**src/rtl/i2c_rf_pkg.sv**
```systemverilog
package i2c_rf_pkg;
  localparam logic [5:0] W_DATA = 6'd0;
  localparam logic [5:0] W_STAT = 6'd1;
  localparam logic [5:0] W_CTL  = 6'd2;
  localparam logic [5:0] W_SCLL = 6'd3;
  localparam logic [5:0] W_SCLH = 6'd4;
  localparam logic [5:0] W_OWN  = 6'd5;
  localparam logic [5:0] W_RXL  = 6'd6;
  localparam logic [5:0] W_TXL  = 6'd7;
  localparam logic [5:0] W_RXB  = 6'd8;
  localparam logic [5:0] W_TXB  = 6'd9;

  localparam int ST_TDI    = 0;
  localparam int ST_AFI    = 1;
  localparam int ST_NAI    = 2;
  localparam int ST_DRQ    = 3;
  localparam int ST_ACT    = 5;
  localparam int ST_SCL    = 6;
  localparam int ST_SDA    = 7;
  localparam int ST_RXFULL = 8;
  localparam int ST_RXEMPT = 9;
  localparam int ST_TXFULL = 10;
  localparam int ST_TXEMPT = 11;
  localparam int ST_W      = 12;

  localparam int CTL_SRST  = 8;
  localparam int CMD_W     = 10;
  localparam int BYTE_W    = 8;
  localparam int OWN_W     = 7;
endpackage

```
**src/rtl/i2c_rf_fifo.sv**
```systemverilog
module i2c_rf_fifo #(
  parameter int W     = 8,
  parameter int DEPTH = 4
) (
  input  logic                         clk_i,
  input  logic                         rst_ni,
  input  logic                         flush_i,
  input  logic                         push_i,
  input  logic [W-1:0]                 din_i,
  input  logic                         pop_i,
  output logic [W-1:0]                 dout_o,
  output logic [$clog2(DEPTH+1)-1:0]   level_o,
  output logic                         full_o,
  output logic                         empty_o
);
  localparam int AW = (DEPTH > 1) ? $clog2(DEPTH) : 1;
  localparam int CW = $clog2(DEPTH + 1);
  localparam logic [AW-1:0] LAST = AW'(DEPTH - 1);

  logic [W-1:0]  mem [DEPTH];
  logic [AW-1:0] wp, rp;
  logic [CW-1:0] cnt;
  logic          do_push, do_pop;

  assign full_o  = (cnt == CW'(DEPTH));
  assign empty_o = (cnt == '0);
  assign do_push = push_i && !full_o && !flush_i;
  assign do_pop  = pop_i && !empty_o && !flush_i;
  assign dout_o  = empty_o ? '0 : mem[rp];
  assign level_o = cnt;

  always_ff @(posedge clk_i) begin
    if (do_push) mem[wp] <= din_i;
  end

  always_ff @(posedge clk_i or negedge rst_ni) begin
    if (!rst_ni) begin
      wp  <= '0;
      rp  <= '0;
      cnt <= '0;
    end else if (flush_i) begin
      wp  <= '0;
      rp  <= '0;
      cnt <= '0;
    end else begin
      if (do_push) wp <= (wp == LAST) ? '0 : wp + 1'b1;
      if (do_pop)  rp <= (rp == LAST) ? '0 : rp + 1'b1;
      case ({do_push, do_pop})
        2'b10:   cnt <= cnt + 1'b1;
        2'b01:   cnt <= cnt - 1'b1;
        default: cnt <= cnt;
      endcase
    end
  end

  p_level_bound_r3: assert property (@(posedge clk_i) disable iff (!rst_ni)
    cnt <= CW'(DEPTH));
  p_no_overflow_r3: assert property (@(posedge clk_i) disable iff (!rst_ni)
    (full_o && push_i && !pop_i && !flush_i) |=> (level_o == $past(level_o)));
  p_no_underflow_r4: assert property (@(posedge clk_i) disable iff (!rst_ni)
    (empty_o && pop_i && !push_i) |=> empty_o);
endmodule

```
**src/rtl/i2c_rf_status.sv**
```systemverilog
module i2c_rf_status
  import i2c_rf_pkg::*;
(
  input  logic            clk_i,
  input  logic            rst_ni,
  input  logic            wr_stat_i,
  input  logic [1:0]      w1c_i,
  input  logic            done_i,
  input  logic            arb_i,
  input  logic            nack_i,
  input  logic            drq_i,
  input  logic            active_i,
  input  logic            scl_i,
  input  logic            sda_i,
  input  logic            rx_full_i,
  input  logic            rx_empty_i,
  input  logic            tx_full_i,
  input  logic            tx_empty_i,
  input  logic [7:0]      en_i,
  output logic [ST_W-1:0] stat_o,
  output logic            irq_o
);
  logic tdi_q, afi_q;
  logic [7:0] src;

  always_ff @(posedge clk_i or negedge rst_ni) begin
    if (!rst_ni) begin
      tdi_q <= 1'b0;
      afi_q <= 1'b0;
    end else begin
      if (done_i)                  tdi_q <= 1'b1;
      else if (wr_stat_i && w1c_i[0]) tdi_q <= 1'b0;
      if (arb_i)                   afi_q <= 1'b1;
      else if (wr_stat_i && w1c_i[1]) afi_q <= 1'b0;
    end
  end

  always_comb begin
    stat_o            = '0;
    stat_o[ST_TDI]    = tdi_q;
    stat_o[ST_AFI]    = afi_q;
    stat_o[ST_NAI]    = nack_i;
    stat_o[ST_DRQ]    = drq_i;
    stat_o[ST_ACT]    = active_i;
    stat_o[ST_SCL]    = scl_i;
    stat_o[ST_SDA]    = sda_i;
    stat_o[ST_RXFULL] = rx_full_i;
    stat_o[ST_RXEMPT] = rx_empty_i;
    stat_o[ST_TXFULL] = tx_full_i;
    stat_o[ST_TXEMPT] = tx_empty_i;
  end

  // bit 4 enables slave data request, which has no source here
  assign src   = {tx_full_i, !rx_empty_i, rx_full_i, 1'b0, drq_i, nack_i, afi_q, tdi_q};
  assign irq_o = |(src & en_i);

  p_w1c_clear_r5: assert property (@(posedge clk_i) disable iff (!rst_ni)
    (wr_stat_i && w1c_i[0] && !done_i) |=> !stat_o[ST_TDI]);
  p_sticky_r5: assert property (@(posedge clk_i) disable iff (!rst_ni)
    (stat_o[ST_AFI] && !(wr_stat_i && w1c_i[1])) |=> stat_o[ST_AFI]);
  p_rxavail_irq_r9: assert property (@(posedge clk_i) disable iff (!rst_ni)
    (en_i[6] && !rx_empty_i) |-> irq_o);
endmodule

```
**src/rtl/i2c_rf_regs.sv**
```systemverilog
module i2c_rf_regs
  import i2c_rf_pkg::*;
#(
  parameter int DIV_W   = 16,
  parameter int CNT_W   = 16,
  parameter int RST_CYC = 4
) (
  input  logic             clk_i,
  input  logic             rst_ni,
  input  logic             wr_ctl_i,
  input  logic             wr_scll_i,
  input  logic             wr_sclh_i,
  input  logic             wr_own_i,
  input  logic [8:0]       ctl_d_i,
  input  logic [DIV_W-1:0] div_d_i,
  input  logic [OWN_W-1:0] own_d_i,
  input  logic             start_i,
  input  logic             tx_byte_i,
  input  logic             rx_byte_i,
  output logic [7:0]       en_o,
  output logic             srst_o,
  output logic [DIV_W-1:0] scl_low_o,
  output logic [DIV_W-1:0] scl_high_o,
  output logic [OWN_W-1:0] own_o,
  output logic [CNT_W-1:0] rx_cnt_o,
  output logic [CNT_W-1:0] tx_cnt_o
);
  localparam int RW = $clog2(RST_CYC + 1);
  localparam logic [DIV_W-1:0] DIV_RST = DIV_W'(8'hFF);

  logic [RW-1:0] srst_cnt;

  assign srst_o = (srst_cnt != '0);

  always_ff @(posedge clk_i or negedge rst_ni) begin
    if (!rst_ni) begin
      en_o       <= '0;
      srst_cnt   <= '0;
      scl_low_o  <= DIV_RST;
      scl_high_o <= DIV_RST;
      own_o      <= '0;
    end else begin
      if (wr_ctl_i) en_o <= ctl_d_i[7:0];
      if (wr_ctl_i && ctl_d_i[CTL_SRST]) srst_cnt <= RW'(RST_CYC);
      else if (srst_o)                   srst_cnt <= srst_cnt - 1'b1;
      if (wr_scll_i) scl_low_o  <= div_d_i;
      if (wr_sclh_i) scl_high_o <= div_d_i;
      if (wr_own_i)  own_o      <= own_d_i;
    end
  end

  always_ff @(posedge clk_i or negedge rst_ni) begin
    if (!rst_ni) begin
      rx_cnt_o <= '0;
      tx_cnt_o <= '0;
    end else if (start_i || srst_o) begin
      rx_cnt_o <= '0;
      tx_cnt_o <= '0;
    end else begin
      if (rx_byte_i) rx_cnt_o <= rx_cnt_o + 1'b1;
      if (tx_byte_i) tx_cnt_o <= tx_cnt_o + 1'b1;
    end
  end

  p_srst_bound_r8: assert property (@(posedge clk_i) disable iff (!rst_ni)
    srst_cnt <= RW'(RST_CYC));
  p_srst_selfclr_r8: assert property (@(posedge clk_i) disable iff (!rst_ni)
    (srst_o && !wr_ctl_i) |=> (srst_cnt == RW'($past(srst_cnt) - 1'b1)));
  p_cnt_clear_r10: assert property (@(posedge clk_i) disable iff (!rst_ni)
    start_i |=> (rx_cnt_o == '0 && tx_cnt_o == '0));
endmodule

```
**src/rtl/i2c_regfront.sv**
```systemverilog
module i2c_regfront
  import i2c_rf_pkg::*;
#(
  parameter int FIFO_DEPTH = 4,
  parameter int DIV_W      = 16,
  parameter int CNT_W      = 16,
  parameter int RST_CYC    = 4
) (
  input  logic             clk_i,
  input  logic             rst_ni,
  input  logic [7:0]       addr_i,
  input  logic             wr_i,
  input  logic             rd_i,
  input  logic [31:0]      wdata_i,
  output logic [31:0]      rdata_o,
  output logic             irq_o,
  output logic [9:0]       eng_cmd_o,
  output logic             eng_cmd_valid_o,
  input  logic             eng_cmd_pop_i,
  input  logic [7:0]       eng_rx_data_i,
  input  logic             eng_rx_push_i,
  input  logic             eng_done_i,
  input  logic             eng_arb_lost_i,
  input  logic             eng_nack_i,
  input  logic             eng_drq_i,
  input  logic             eng_active_i,
  input  logic             eng_scl_i,
  input  logic             eng_sda_i,
  input  logic             eng_start_i,
  input  logic             eng_tx_byte_i,
  output logic             eng_reset_o,
  output logic [DIV_W-1:0] scl_low_o,
  output logic [DIV_W-1:0] scl_high_o,
  output logic [6:0]       own_addr_o
);
  localparam int LW = $clog2(FIFO_DEPTH + 1);

  logic [5:0]       sel;
  logic             srst;
  logic [LW-1:0]    tx_lvl, rx_lvl;
  logic             tx_full, tx_empty, rx_full, rx_empty;
  logic [7:0]       rx_dout;
  logic [7:0]       en;
  logic [ST_W-1:0]  stat;
  logic [CNT_W-1:0] rx_cnt, tx_cnt;
  logic             unused_bits;

  assign sel         = addr_i[7:2];
  assign unused_bits = ^{addr_i[1:0], wdata_i[31:DIV_W]};
  assign eng_reset_o = srst;

  i2c_rf_fifo #(.W(CMD_W), .DEPTH(FIFO_DEPTH)) u_txq (
    .clk_i, .rst_ni,
    .flush_i (srst),
    .push_i  (wr_i && sel == W_DATA),
    .din_i   (wdata_i[CMD_W-1:0]),
    .pop_i   (eng_cmd_pop_i),
    .dout_o  (eng_cmd_o),
    .level_o (tx_lvl),
    .full_o  (tx_full),
    .empty_o (tx_empty)
  );

  i2c_rf_fifo #(.W(BYTE_W), .DEPTH(FIFO_DEPTH)) u_rxq (
    .clk_i, .rst_ni,
    .flush_i (srst),
    .push_i  (eng_rx_push_i),
    .din_i   (eng_rx_data_i),
    .pop_i   (rd_i && sel == W_DATA),
    .dout_o  (rx_dout),
    .level_o (rx_lvl),
    .full_o  (rx_full),
    .empty_o (rx_empty)
  );

  assign eng_cmd_valid_o = !tx_empty;

  i2c_rf_status u_stat (
    .clk_i, .rst_ni,
    .wr_stat_i  (wr_i && sel == W_STAT),
    .w1c_i      (wdata_i[1:0]),
    .done_i     (eng_done_i),
    .arb_i      (eng_arb_lost_i),
    .nack_i     (eng_nack_i),
    .drq_i      (eng_drq_i),
    .active_i   (eng_active_i),
    .scl_i      (eng_scl_i),
    .sda_i      (eng_sda_i),
    .rx_full_i  (rx_full),
    .rx_empty_i (rx_empty),
    .tx_full_i  (tx_full),
    .tx_empty_i (tx_empty),
    .en_i       (en),
    .stat_o     (stat),
    .irq_o      (irq_o)
  );

  i2c_rf_regs #(.DIV_W(DIV_W), .CNT_W(CNT_W), .RST_CYC(RST_CYC)) u_regs (
    .clk_i, .rst_ni,
    .wr_ctl_i   (wr_i && sel == W_CTL),
    .wr_scll_i  (wr_i && sel == W_SCLL),
    .wr_sclh_i  (wr_i && sel == W_SCLH),
    .wr_own_i   (wr_i && sel == W_OWN),
    .ctl_d_i    (wdata_i[8:0]),
    .div_d_i    (wdata_i[DIV_W-1:0]),
    .own_d_i    (wdata_i[OWN_W-1:0]),
    .start_i    (eng_start_i),
    .tx_byte_i  (eng_tx_byte_i),
    .rx_byte_i  (eng_rx_push_i),
    .en_o       (en),
    .srst_o     (srst),
    .scl_low_o  (scl_low_o),
    .scl_high_o (scl_high_o),
    .own_o      (own_addr_o),
    .rx_cnt_o   (rx_cnt),
    .tx_cnt_o   (tx_cnt)
  );

  always_comb begin
    rdata_o = '0;
    case (sel)
      W_DATA: rdata_o = 32'(rx_dout);
      W_STAT: rdata_o = 32'(stat);
      W_CTL:  rdata_o = 32'({srst, en});
      W_SCLL: rdata_o = 32'(scl_low_o);
      W_SCLH: rdata_o = 32'(scl_high_o);
      W_OWN:  rdata_o = 32'(own_addr_o);
      W_RXL:  rdata_o = 32'(rx_lvl);
      W_TXL:  rdata_o = 32'(tx_lvl);
      W_RXB:  rdata_o = 32'(rx_cnt);
      W_TXB:  rdata_o = 32'(tx_cnt);
      default: rdata_o = '0;
    endcase
  end

  p_srst_flush_r8: assert property (@(posedge clk_i) disable iff (!rst_ni)
    srst |=> (tx_lvl == '0 && rx_lvl == '0));
  p_cmd_valid_r2: assert property (@(posedge clk_i) disable iff (!rst_ni)
    (wr_i && sel == W_DATA && !srst) |=> eng_cmd_valid_o);
endmodule

```
**config.mk**
```make
export PLATFORM = sky130hd
export DESIGN_NAME = i2c_regfront
export DESIGN_NICKNAME = d
export VERILOG_FILES = /design/src/rtl/i2c_rf_pkg.sv /design/src/rtl/i2c_rf_fifo.sv /design/src/rtl/i2c_rf_status.sv /design/src/rtl/i2c_rf_regs.sv /design/src/rtl/i2c_regfront.sv
export SDC_FILE = /design/constraint.sdc
export NUM_CORES = 1
export LEC_CHECK = 0
export BUFFER_PORTS_ARGS = -buffer_cell sky130_fd_sc_hd__buf_4
export CAP_MARGIN = 20
export CELL_PAD_IN_SITES_DETAIL_PLACEMENT = 0
export CELL_PAD_IN_SITES_GLOBAL_PLACEMENT = 1
export CORE_MARGIN = 3
export CORE_UTILIZATION = 49
export DETAILED_ROUTE_END_ITERATION = 6
export PLACE_DENSITY_LB_ADDON = 0.08
export SLEW_MARGIN = 10
export SYNTH_ARGS = -nofsm -noshare
export SYNTH_HDL_FRONTEND = slang
export SYNTH_HIERARCHICAL = 1
export SYNTH_SLANG_ARGS = --single-unit
```
**constraint.sdc**
```tcl
create_clock -name clk_i -period 4.9 [get_ports clk_i]
set_input_delay 0.245 -clock clk_i [delete_from_list [all_inputs] [get_ports clk_i]]
set_output_delay 0.245 -clock clk_i [all_outputs]
set_load 0.1 [all_outputs]
```
# Word level (Yosys, flattened, before mapping)
# Memories as Yosys holds them, arrays and structs flattened.
# Cells that the tools add are included.
[classes]
add_sub_neg = 11
eq_ne = 19
mux = 33
bitwise = 1
n_reduce_logical = 40
[ops]
columns = ["cell", "n"]
rows = [
  ["$pmux W16 S10", 1],
  ["$mux W16", 4],
  ["$add A16 B1 Y16 const B", 2],
  ["$eq A6 B3 Y1 const B", 4],
  ["$mux W2", 12],
  ["$logic_and A1 B1 Y1", 18],
  ["$reduce_bool A2 Y1", 9],
  ["$eq A2 B2 Y1 const B", 6],
  ["$eq A6 B2 Y1 const B", 2],
  ["$eq A6 B4 Y1 const B", 2],
  ["$mux W3", 4],
  ["$pmux W3 S2", 2],
  ["$mux W10", 1],
  ["$reduce_bool A3 Y1", 3],
  ["$sub A3 B1 Y3 const B", 3],
  ["$add A2 B1 Y2 const B", 4],
  ["$and A8 B8 Y8", 1],
  ["$mux W1", 8],
  ["$mux W8", 1],
  ["$reduce_or A8 Y1", 1],
  ["$add A3 B1 Y3 const B", 2],
  ["$eq A3 B3 Y1 const B", 2],
  ["$eq A6 B1 Y1 const B", 1],
  ["$logic_not A3 Y1", 2],
  ["other kinds (4)", 9],
]
[totals]
regBits = 98
mem_bits_rw = 72
output_inout_bits = 84
wordCells = 121
mem_count = 2
[mem_list]
columns = ["name", "words", "width", "rd", "rd_clocked_by_memory_dff", "wr", "line_no", "rtl"]
rows = [
  ["u_txq.mem", 4, 10, 1, 0, 1, "i2c_rf_fifo.sv:20", "logic [W-1:0] mem [DEPTH];"],
  ["u_rxq.mem", 4, 8, 1, 0, 1, "i2c_rf_fifo.sv:20", ""],
]

# Longest topological paths before layout
# Gate-level depths: netlist of run 1.
[logic_depth]
ltp_word = 7
ltp_mapped = 11

# Cells and area by module
# The synthesis of run 1 kept the hierarchy.
[modules_own_cells]
columns = ["module", "n_inst", "cells_each", "area_per_inst_um2"]
rows = [
  ["i2c_rf_regs", 1, 278, 3489.6],
  ["i2c_rf_fifo at u_txq", 1, 131, 2210.9],
  ["i2c_rf_fifo at u_rxq", 1, 118, 1814.2],
  ["i2c_regfront", 1, 132, 1041.0],
  ["i2c_rf_status", 1, 24, 201.4],
]

# Worst setup path after synthesis of run 1
# No wires, ideal clock.
[synth_timing]
kind = "reg-to-output"
startpoint = "reg u_regs.srst_cnt[0]"
endpoint = "out rdata_o[8]"
arrival_time_ns = 3.376
path_slack_ns = 1.279
stages_incl_launch_ff = 9
n_path_buf = 1
cell_sequence = "dfrtp_1 inv_1 ha_1 nand2b_1 clkbuf_1 mux2i_1 nor2_1 a21oi_1 o21ai_1"
[synth_via]
elab_chain_len = 2
[synth_lines]
columns = ["item", "line_no", "rtl"]
rows = [
  ["start, declared", "i2c_rf_regs.sv:31", "logic [RW-1:0] srst_cnt;"],
  ["start signal, assigned", "i2c_rf_regs.sv:44", "if (wr_ctl_i && ctl_d_i[CTL_SRST]) srst_cnt <= RW'(RST_CYC);"],
  ["start signal, assigned", "i2c_rf_regs.sv:45", "else if (srst_o) srst_cnt <= srst_cnt - 1'b1;"],
  ["$reduce_bool A3 Y1", "i2c_rf_regs.sv:33", "assign srst_o = (srst_cnt != '0);"],
  ["net eng_reset_o", "i2c_regfront.sv:31", "output logic eng_reset_o,"],
  ["$pmux W16 S10", "i2c_regfront.sv:121", "case (sel)"],
  ["end, declared", "i2c_regfront.sv:15", "output logic [31:0] rdata_o,"],
]
# The timed path passes the listed nets, and every way through them passes these cells.

# Worst setup path in the final report of run 1
[layout_timing]
startpoint = "reg u_rxq.rp[0]"
endpoint = "out rdata_o[7]"
[layout_via]
elab_chain_len = 3
[layout_lines]
columns = ["item", "line_no", "rtl"]
rows = [
  ["start, declared", "i2c_rf_fifo.sv:21", "logic [AW-1:0] wp, rp;"],
  ["start signal, assigned", "i2c_rf_fifo.sv:47", "if (do_pop) rp <= (rp == LAST) ? '0 : rp + 1'b1;"],
  ["$mem_v2 Z4 W8", "--", ""],
  ["$mux W8", "i2c_rf_fifo.sv:29", "assign dout_o = empty_o ? '0 : mem[rp];"],
  ["net rx_dout[7]", "i2c_regfront.sv:42", "logic [7:0] rx_dout;"],
  ["$pmux W16 S10", "i2c_regfront.sv:121", ""],
]
# The timed path passes the listed nets, and every way through them passes these cells.

==> metrics.md, run 1 <==
| Metric | Value |
|---|---|
| Outcome | completed |
| Final setup TNS | 0 ns |
| Slew @ Worst Pin | ~0.96 ns |
| Ports | ~150 |
| Post-synth cell types | 74 |
| Crit path time final | around 3.2 ns |
| Power per standard cell area | approximately 380 nW/um2 |
| Max_slew headroom | 36.3% |
| Die Y | 140 um |
| Crit path required time | 4.66 ns |
| Full die area | between 15,000 and 20,000 um2 |
| Total wire length | 21,100 um |
| Worst vdd ir | 0.244 mV |
| Fin crit share | 65.2% |
| Unrepaired setup endpoints after global routing | no |
| Final nets | approximately 850 |
| Core area | 17,400 um2 |
| First-pass GRT wire length | 33,000 um |
| Crit path largest cell delay | 0.74 ns |
| Gpl congestion | a little over 0.8 |
| Initial core utilization | around half |
| Total gr overflow | 0 |
| Port Buffers | around 110 |
| Remaining DRCs | 0 |
| Num Clock Sinks | 170 |
| Skew final | ~0.008 ns |
| Sw Ratio | 34.8% |
| Asr flop ratio synth | 57.6% |
| Cell Area, Placed | 9510 um2 |
| Final Hold Fails | 0 |
| Sequential area share after synthesis | 52.9% |
| DP HPWL | 15,200 um |
| DR iter-0 viols | 379 |
| GRT Overall Usage | a little over a fifth |
| Warning count from the yosys run | 6 |
| Commonest non-fill, non-tap cell in the layout | buf_4 |
| Clk Latency, worst-skew pair | approximately 0.42 ns |
| Antenna cells | 0 |
| WL/cell | between 20 and 25 um |
| CTS tree | done |
| Design Area, Final | 10,100 um2 |
| Initial antenna violation count | 0 |
| Via count | 5,747 |
| Arr. time, crit path | ~3.0 ns |
| Max Cap Viol | 0 |
| Critical Path, Cell by Cell | mux4_2 -> and2_1 -> mux4_2 -> a22oi_1 -> nand2_1 -> buf_4 |
| CP dominant cell by count | mux4_2 |
| Min-Delay Path Class | in2reg |
| Clock power share | 32.6% |
| Antenna Violating Nets Remaining | 0 |
| Inserted Clock Buffers | 17 |
| Largest net degree at the start of global routing | 54 |
| Cell-internal power | approximately 0.0025 W |
| Clk buf depth | 2 |
| Die W | between 100 and 150 um |
| H-tree depth | 4 |
| Reg clk slew, reported paths | around 0.070 ns |
| CP startpoint kind | flop |
| Vias in the first global route | around 5,700 |
| Filler cells | 1,437 |
| Root Driver | clkbuf_16 |
| Post-CTS resize count | 0 |
| FMAX | 313 MHz |
| Register share of total power | 43.3% |
| Synthesis-to-finish area growth | 15.5% |
| Leakage | 4.09 nW |
| Synthesized area | 8760 um2 |
| TritonRoute pass-1 iters | 7 |
| Synth Flop Type | dfrtp_1 |
| Commonest cells after routing, fill and taps aside | buf_4 (116), dfrtp_1 (82), edfxtp_1 (72), mux2_2 (47), nor2_1 (44) |
| Net Sw Power | roughly 0.0013 W |
| Syn Inst Count | 683 |
| Syn Area/Cell | 12.8 um2 |
| Crit Path Class | reg2out |
| Crit. End Element | primary output |
| Yosys reg bits | 170 |
| Final setup viols | 0 |
| Crit path max-delay cell type | dfrtp_1 |
| Drt via density | between 5 and 6 |
| Comb power frac | approximately 24% |
| Post-synth EDFFs | 72 |
| CP Max Fanout | 10 |
| Final Max Tran Viols | 0 |
| FP Rows | 48 |
| Layout cells sized above 1 | 34.9% |
[timing repair]
action                    CTS  global route
hold buffers                3             0
buffers inserted            0             0
hold endpoints to repair   42             0
[synthesized netlist by cell type, types with 11 or more instances]
library cell,instances,share of area [%]
buf_4,34,2.9
ha_1,13,1.9
edfxtp_1,72,25
a21oi_1,20,1.1
mux2_2,47,6.0
a22oi_1,12,1.0
buf_2,15,0.86
nor2_1,44,1.9
clkbuf_1,13,0.56
mux2i_1,21,2.4
dfstp_2,16,4.8
dfrtp_1,82,23
inv_1,11,0.47
mux4_2,24,6.2
nor3_1,12,0.69
and2_1,19,1.4
nand2_1,39,1.7
xnor2_1,21,2.1
nand3_1,16,0.91
[power groups by stage]
stage / combinational, W / clock (W) / sequential (W)
after floorplan: 0.000419 / 0 / 0.00198
after global placement: 0.000904 / 0 / 0.00168
after detailed placement: 0.000918 / 0 / 0.00169
after CTS: 0.000922 / 0.00127 / 0.00166
after global routing: 0.000978 / 0.00134 / 0.00167
final: 0.000927 / 0.00125 / 0.00166
[layer usage]
| layer | wire (um) | track usage [%] |
|---|---|---|
| met1 | 9700 | 31.6 |
| met2 | 10100 | 34.3 |
| met3 | 884 | 3.44 |
| met4 | 396 | 6.58 |
| met5 | 0 | 0 |
[cell families (layout without fill, tap and decap cells)]
kind of cell	count (synthesis)	in the layout	share of synthesized area, %
AND/OR/NAND/NOR	212	212	14.3
buffers and inverters	82	164	5.87
other	2	17	0.0858
XOR/XNOR	32	32	3.29
flip-flops	170	170	52.9
adder cells (fa/ha/maj)	15	15	2.31
AO/OA/AOI/OAI	77	77	6.32
multiplexers	93	93	14.9
[critical path: cells and delay by family (launching register included)]
kind,cells,cell delay (ns)
AND/OR/NAND/NOR,2,0.27
buffers and inverters,1,0.25
AO/OA/AOI/OAI,1,0.19
multiplexers,2,1.06
flip-flops,1,0.74
[sequential cells by signal (all words and copies together), names as in the netlist, 3 cells and up]
| name | count |
|---|---|
| u_regs/srst_cnt | 3 |
| u_txq/level_o | 3 |
| u_txq/mem | 40 |
| u_rxq/mem | 32 |
| u_rxq/level_o | 3 |
| u_regs/scl_low_o | 16 |
| u_regs/en_o | 8 |
| u_regs/scl_high_o | 16 |
| u_regs/own_o | 7 |
| u_regs/rx_cnt_o | 16 |
| u_regs/tx_cnt_o | 16 |
[per-stage QoR]
| stage | std cells | utilization [%] | worst slack [ns] | total power (W) | hold slack [ns] |
|---|---|---|---|---|---|
| floorplan | 698 | - | 1.28 | 0.00240 | -0.0506 |
| global placement | 969 | 54.6 | 2.09 | 0.00259 | 0.301 |
| detailed placement | 969 | 54.6 | 2.06 | 0.00261 | 0.297 |
| CTS | 1004 | 57.9 | 1.65 | 0.00386 | 0.00472 |
| global route | 1005 | 58.1 | 1.57 | 0.00399 | 0.0117 |
| finish | 1005 | 58.1 | 1.71 | 0.00384 | 0.0235 |
[final cells by class]
type	instances	area (um2)	share of cell area, %
clock inverter	14	110	1.09
clock buffer	18	439	4.34
sequential	170	4630	45.8
multi-input combinational	446	3680	36.3
tap	225	282	2.78
inverter	12	45.0	0.445
timing repair buffer	120	928	9.18
[worst paths after layout]
check / from / endpoint / slack [ns] / depth (start not counted)
setup / recovery: u_rxq/rp[0] / rdata_o[7] / 1.71 / 6
hold / removal: eng_done_i / u_stat/tdi_q / 0.02 / 2
setup reg to reg: u_txq/level_o[2] / u_txq/level_o[2] / 2.55 / 7
hold reg to reg: u_regs/srst_cnt[2] / u_regs/srst_cnt[2] / 0.52 / 2
max in group asynchronous: rst_ni / u_regs/en_o[5] / 3.37 / 3
min in group asynchronous: rst_ni / u_regs/scl_low_o[11] / 0.36 / 2
No activity file was read; power rests on OpenSTA's default activity.
==> run 2: changes to the inputs <==
- ABC_AREA: not set -> 1
- CORE_UTILIZATION: 49 -> 39
- clock period: 4.9 -> 2.65 ns (I/O delays scaled with it)
==> run 2 against run 1 <==
Utilization is 9.0 points lower. Sequential power is 87% higher. Synthesized area is 1.1% higher. Count of clock-buffer cells in the layout stayed put. First-iteration DRC count is 5.5% higher.
==> metrics.md, run 2 <==
| Metric | Value |
|---|---|
| Outcome | completed |
| Sw Ratio | 40.4% (+5.6 points) |
| Cell with the most instances after synthesis | nand2_1 |
| Yosys reg bits | 170 (unchanged) |
| Initial core utilization | 40.1% (-10 points) |
| Leakage | 4.85 nW (+18%) |
| Antenna Violating Nets Remaining | 0 (unchanged) |
| Post-synth cell types | 39 (-47%) |
| Fin crit share | between 80% and 90% |
| CTS tree | done |
| Crit path required time | 2.52 ns (-2.14 ns) |
| Worst vdd ir | 0.455 mV (+87%) |
| Skew final | 0.00883 ns (+0.000798 ns) |
| Gpl congestion | 0.807 (-2.9%) |
| First-pass GRT wire length | 37,300 um (+13%) |
| Final WS setup | 0.315 ns (-1.39 ns) |
| Max_slew headroom | 60.8% (+24 points) |
| Total gr overflow | 0 (unchanged) |
| Antenna cells | 0 (unchanged) |
| Unrepaired setup endpoints after global routing | no |
| Crit path time final | about 2.3 ns |
| Core area | 22,100 um2 (+27%) |
| Clk Latency, worst-skew pair | 0.43 ns (about the same) |
| CP Max Fanout | 18 (+8) |
| DP HPWL | 17,600 um (+16%) |
| Largest net degree at the start of global routing | 56 (+3.7%) |
| Crit path max-delay cell type | dfrtp_1 |
| Commonest cells after routing, fill and taps aside | nand2_1 (192), nor2_1 (172), buf_4 (133), dfrtp_1 (82), inv_1 (76) |
| Final Hold Fails | 0 (unchanged) |
| Crit Path Class | reg2out |
| TritonRoute pass-1 iters | 4 (-3) |
| Min-Delay Path Class | in2reg |
| Root Driver | clkbuf_16 |
| Biggest register | u_txq/mem |
| Total wire length | 23,700 um (+13%) |
| Comb power frac | 31.5% (+7.4 points) |
| CP dominant cell by count | nand2_1 |
| Post-synth top cells | nand2_1 (192), nor2_1 (172), dfrtp_1 (82) |
| Ports | 147 (unchanged) |
| Full die area | 24,500 um2 (+26%) |
| Port Buffers | 112 (unchanged) |
| WL/cell | 16.8 um (-20%) |
| Crit. End Element | primary output |
| Vias in the first global route | 6,698 (+18%) |
| Met2 WL | 11,800 um (+17%) |
| Die W | 157 um (+12%) |
| Synthesis-to-finish area growth | 22.4% |
| Pre-CTS WS | 0.427 ns (-1.63 ns) |
| FP Rows | 54 (+13%) |
| Arr. time, crit path | 2.20 ns (-0.75 ns) |
| Net Sw Power | 0.00331 W (+150%) |
| Cell-internal power | 0.00490 W (+96%) |
| Filler cells | 2,165 (+51%) |
| Met3 WL post-DR | 703 um (-20%) |
| Final setup viols | 0 (unchanged) |
| FMAX | 428 MHz |
| Yosys top cell area share | 24.4% (-0.27 points) |
| Register share of total power | 37.9% (-5.4 points) |
| Synthesized area | 8850 um2 (+1.1%) |
| Warning count from the yosys run | 6 (unchanged) |
| H-tree depth | 4 (unchanged) |
| Syn Area/Cell | 9.07 um2 (-29%) |
| Power per standard cell area | 758 nW/um2 (+100%) |
| Num Clock Sinks | 170 (unchanged) |
| Cell taking the most area after synthesis | edfxtp_1 |
| Slew @ Worst Pin | 0.589 ns (-0.367 ns) |
| Synth Flop Type | dfrtp_1 |
| Drt via density | 4.82 (-16%) |
| Biggest regs | u_txq/mem: 40 flops, u_rxq/mem: 32 flops |
| Inserted Clock Buffers | 17 (unchanged) |
| Reg clk slew, reported paths | 0.07 ns (about the same) |
| Via count | 6,810 (+18%) |
| Clk buf depth | 2 (unchanged) |
| Asr flop ratio synth | 57.6% (unchanged) |
| Remaining DRCs | 0 (unchanged) |
| CP startpoint kind | flop |
| Max Cap Viol | 0 (unchanged) |
| Syn Inst Count | 976 (+43%) |
| Initial antenna violation count | 0 (unchanged) |
| Layout cells sized above 1 | 25.5% (-9.4 points) |
| Largest register FFs | 40 (unchanged) |
| Post-synth EDFFs | 72 (unchanged) |
| Clock power share | 30.7% (-1.9 points) |
| Commonest non-fill, non-tap cell in the layout | nand2_1 |
| Critical Path, Cell by Cell | buf_4 -> inv_2 -> o21ai_0 -> a21oi_1 -> nand2_1 -> nand2_1 -> nor2_1 -> nand2_1 -> buf_4 |
| Sequential area share after synthesis | 52.4% (-0.57 points) |
| GRT Overall Usage | 19.9% (-1.9 points) |
| Post-CTS resize count | 0 (unchanged) |
| Top Metal Used | met4 |
| Final nets | 1,198 (+42%) |
| Final setup TNS | 0 ns (unchanged) |
| DR iter-0 viols | 400 (+5.5%) |
| Crit path largest cell delay | 0.36 ns (-0.38 ns) |
| Final Max Tran Viols | 0 (unchanged) |
| Die Y | 157 um (+12%) |
| Synth area leaders | edfxtp_1 (24%), dfrtp_1 (23%), nand2_1 (8.1%) |
| DRT met1 WL | 11,000 um (+13%) |
==> run 2: final timing paths <==
kind | from | to | slack [ns] | cells after the start
worst min-delay path | eng_start_i | u_regs/tx_cnt_o[2] | 0.02 | 4
worst max register to register | u_regs/srst_cnt[0] | u_rxq/level_o[2] | 0.42 | 13
min in group asynchronous | rst_ni | u_regs/scl_high_o[13] | 0.24 | 2
max in group asynchronous | rst_ni | u_regs/scl_high_o[7] | 1.66 | 3
worst min register to register | u_regs/tx_cnt_o[3] | u_regs/tx_cnt_o[3] | 0.51 | 1
worst max-delay path | u_rxq/rp[0] | rdata_o[5] | 0.31 | 9
==> run 2: kinds of logic (layout without fill, tap and decap cells) <==
| family | after synthesis | in the layout | synth area share (%) |
|---|---|---|---|
| buf+inv | 140 | 282 | 7.59 |
| mux | 47 | 47 | 5.98 |
| flops | 170 | 170 | 52.4 |
| simple gates | 486 | 486 | 24.5 |
| fa+ha+maj | 15 | 15 | 2.29 |
| compound gates | 113 | 113 | 6.91 |
| other cells | 2 | 17 | 0.0848 |
| xor+xnor | 3 | 3 | 0.297 |
==> run 2: layer usage <==
layer | GRT usage [%] | vias to the layer above
met2 | 33.8 | 104
met5 | 0 | -
met3 | 3.10 | 20
met4 | 4.13 | 0
met1 | 27.2 | 3228
li1 | - | 3458
==> run 2: worst max-delay path, delay by kind of cell (launching register included) <==
family / cells / cell delay [ns]
flops: 1 / 0.36
compound gates: 2 / 0.32
buf+inv: 3 / 0.74
simple gates: 4 / 0.34
==> run 2: area by class of cell <==
cell class	count	area [um2]	share of cell area, %
Sequential cell	170	4630	42.8
Multi-Input combinational cell	681	3610	33.3
Timing Repair Buffer	163	1320	12.2
Clock buffer	18	439	4.05
Tap cell	280	350	3.23
Inverter	87	327	3.01
Clock inverter	14	155	1.43
==> run 2: metrics by stage <==
step	hold WS [ns]	power [W]	cells	util [%]	area (um2)
2_1_floorplan	-0.163	0.00513	991	-	8910
3_3_place_gp	0.176	0.00572	1353	45.1	9960
3_5_place_dp	0.176	0.00574	1353	45.1	9960
4_1_cts	0.00788	0.00830	1413	49.0	10800
5_1_grt	0.0308	0.00859	1413	49.0	10800
6_report	0.0161	0.00821	1413	49.0	10800
==> run 2: repair_timing <==
action | in CTS | in global routing
buffers inserted | 0 | 0
hold buffers | 28 | 0
endpoints found under the hold margin | 131 | 0
==> run 2: power by group through the flow <==
stage | Sequential [W] | Clock, W | Combinational [W]
floorplan | 0.00371 | 0 | 0.00142
global placement | 0.00317 | 0 | 0.00256
detailed placement | 0.00317 | 0 | 0.00257
CTS | 0.00312 | 0.00258 | 0.00261
global route | 0.00314 | 0.00270 | 0.00275
finish | 0.00311 | 0.00252 | 0.00258
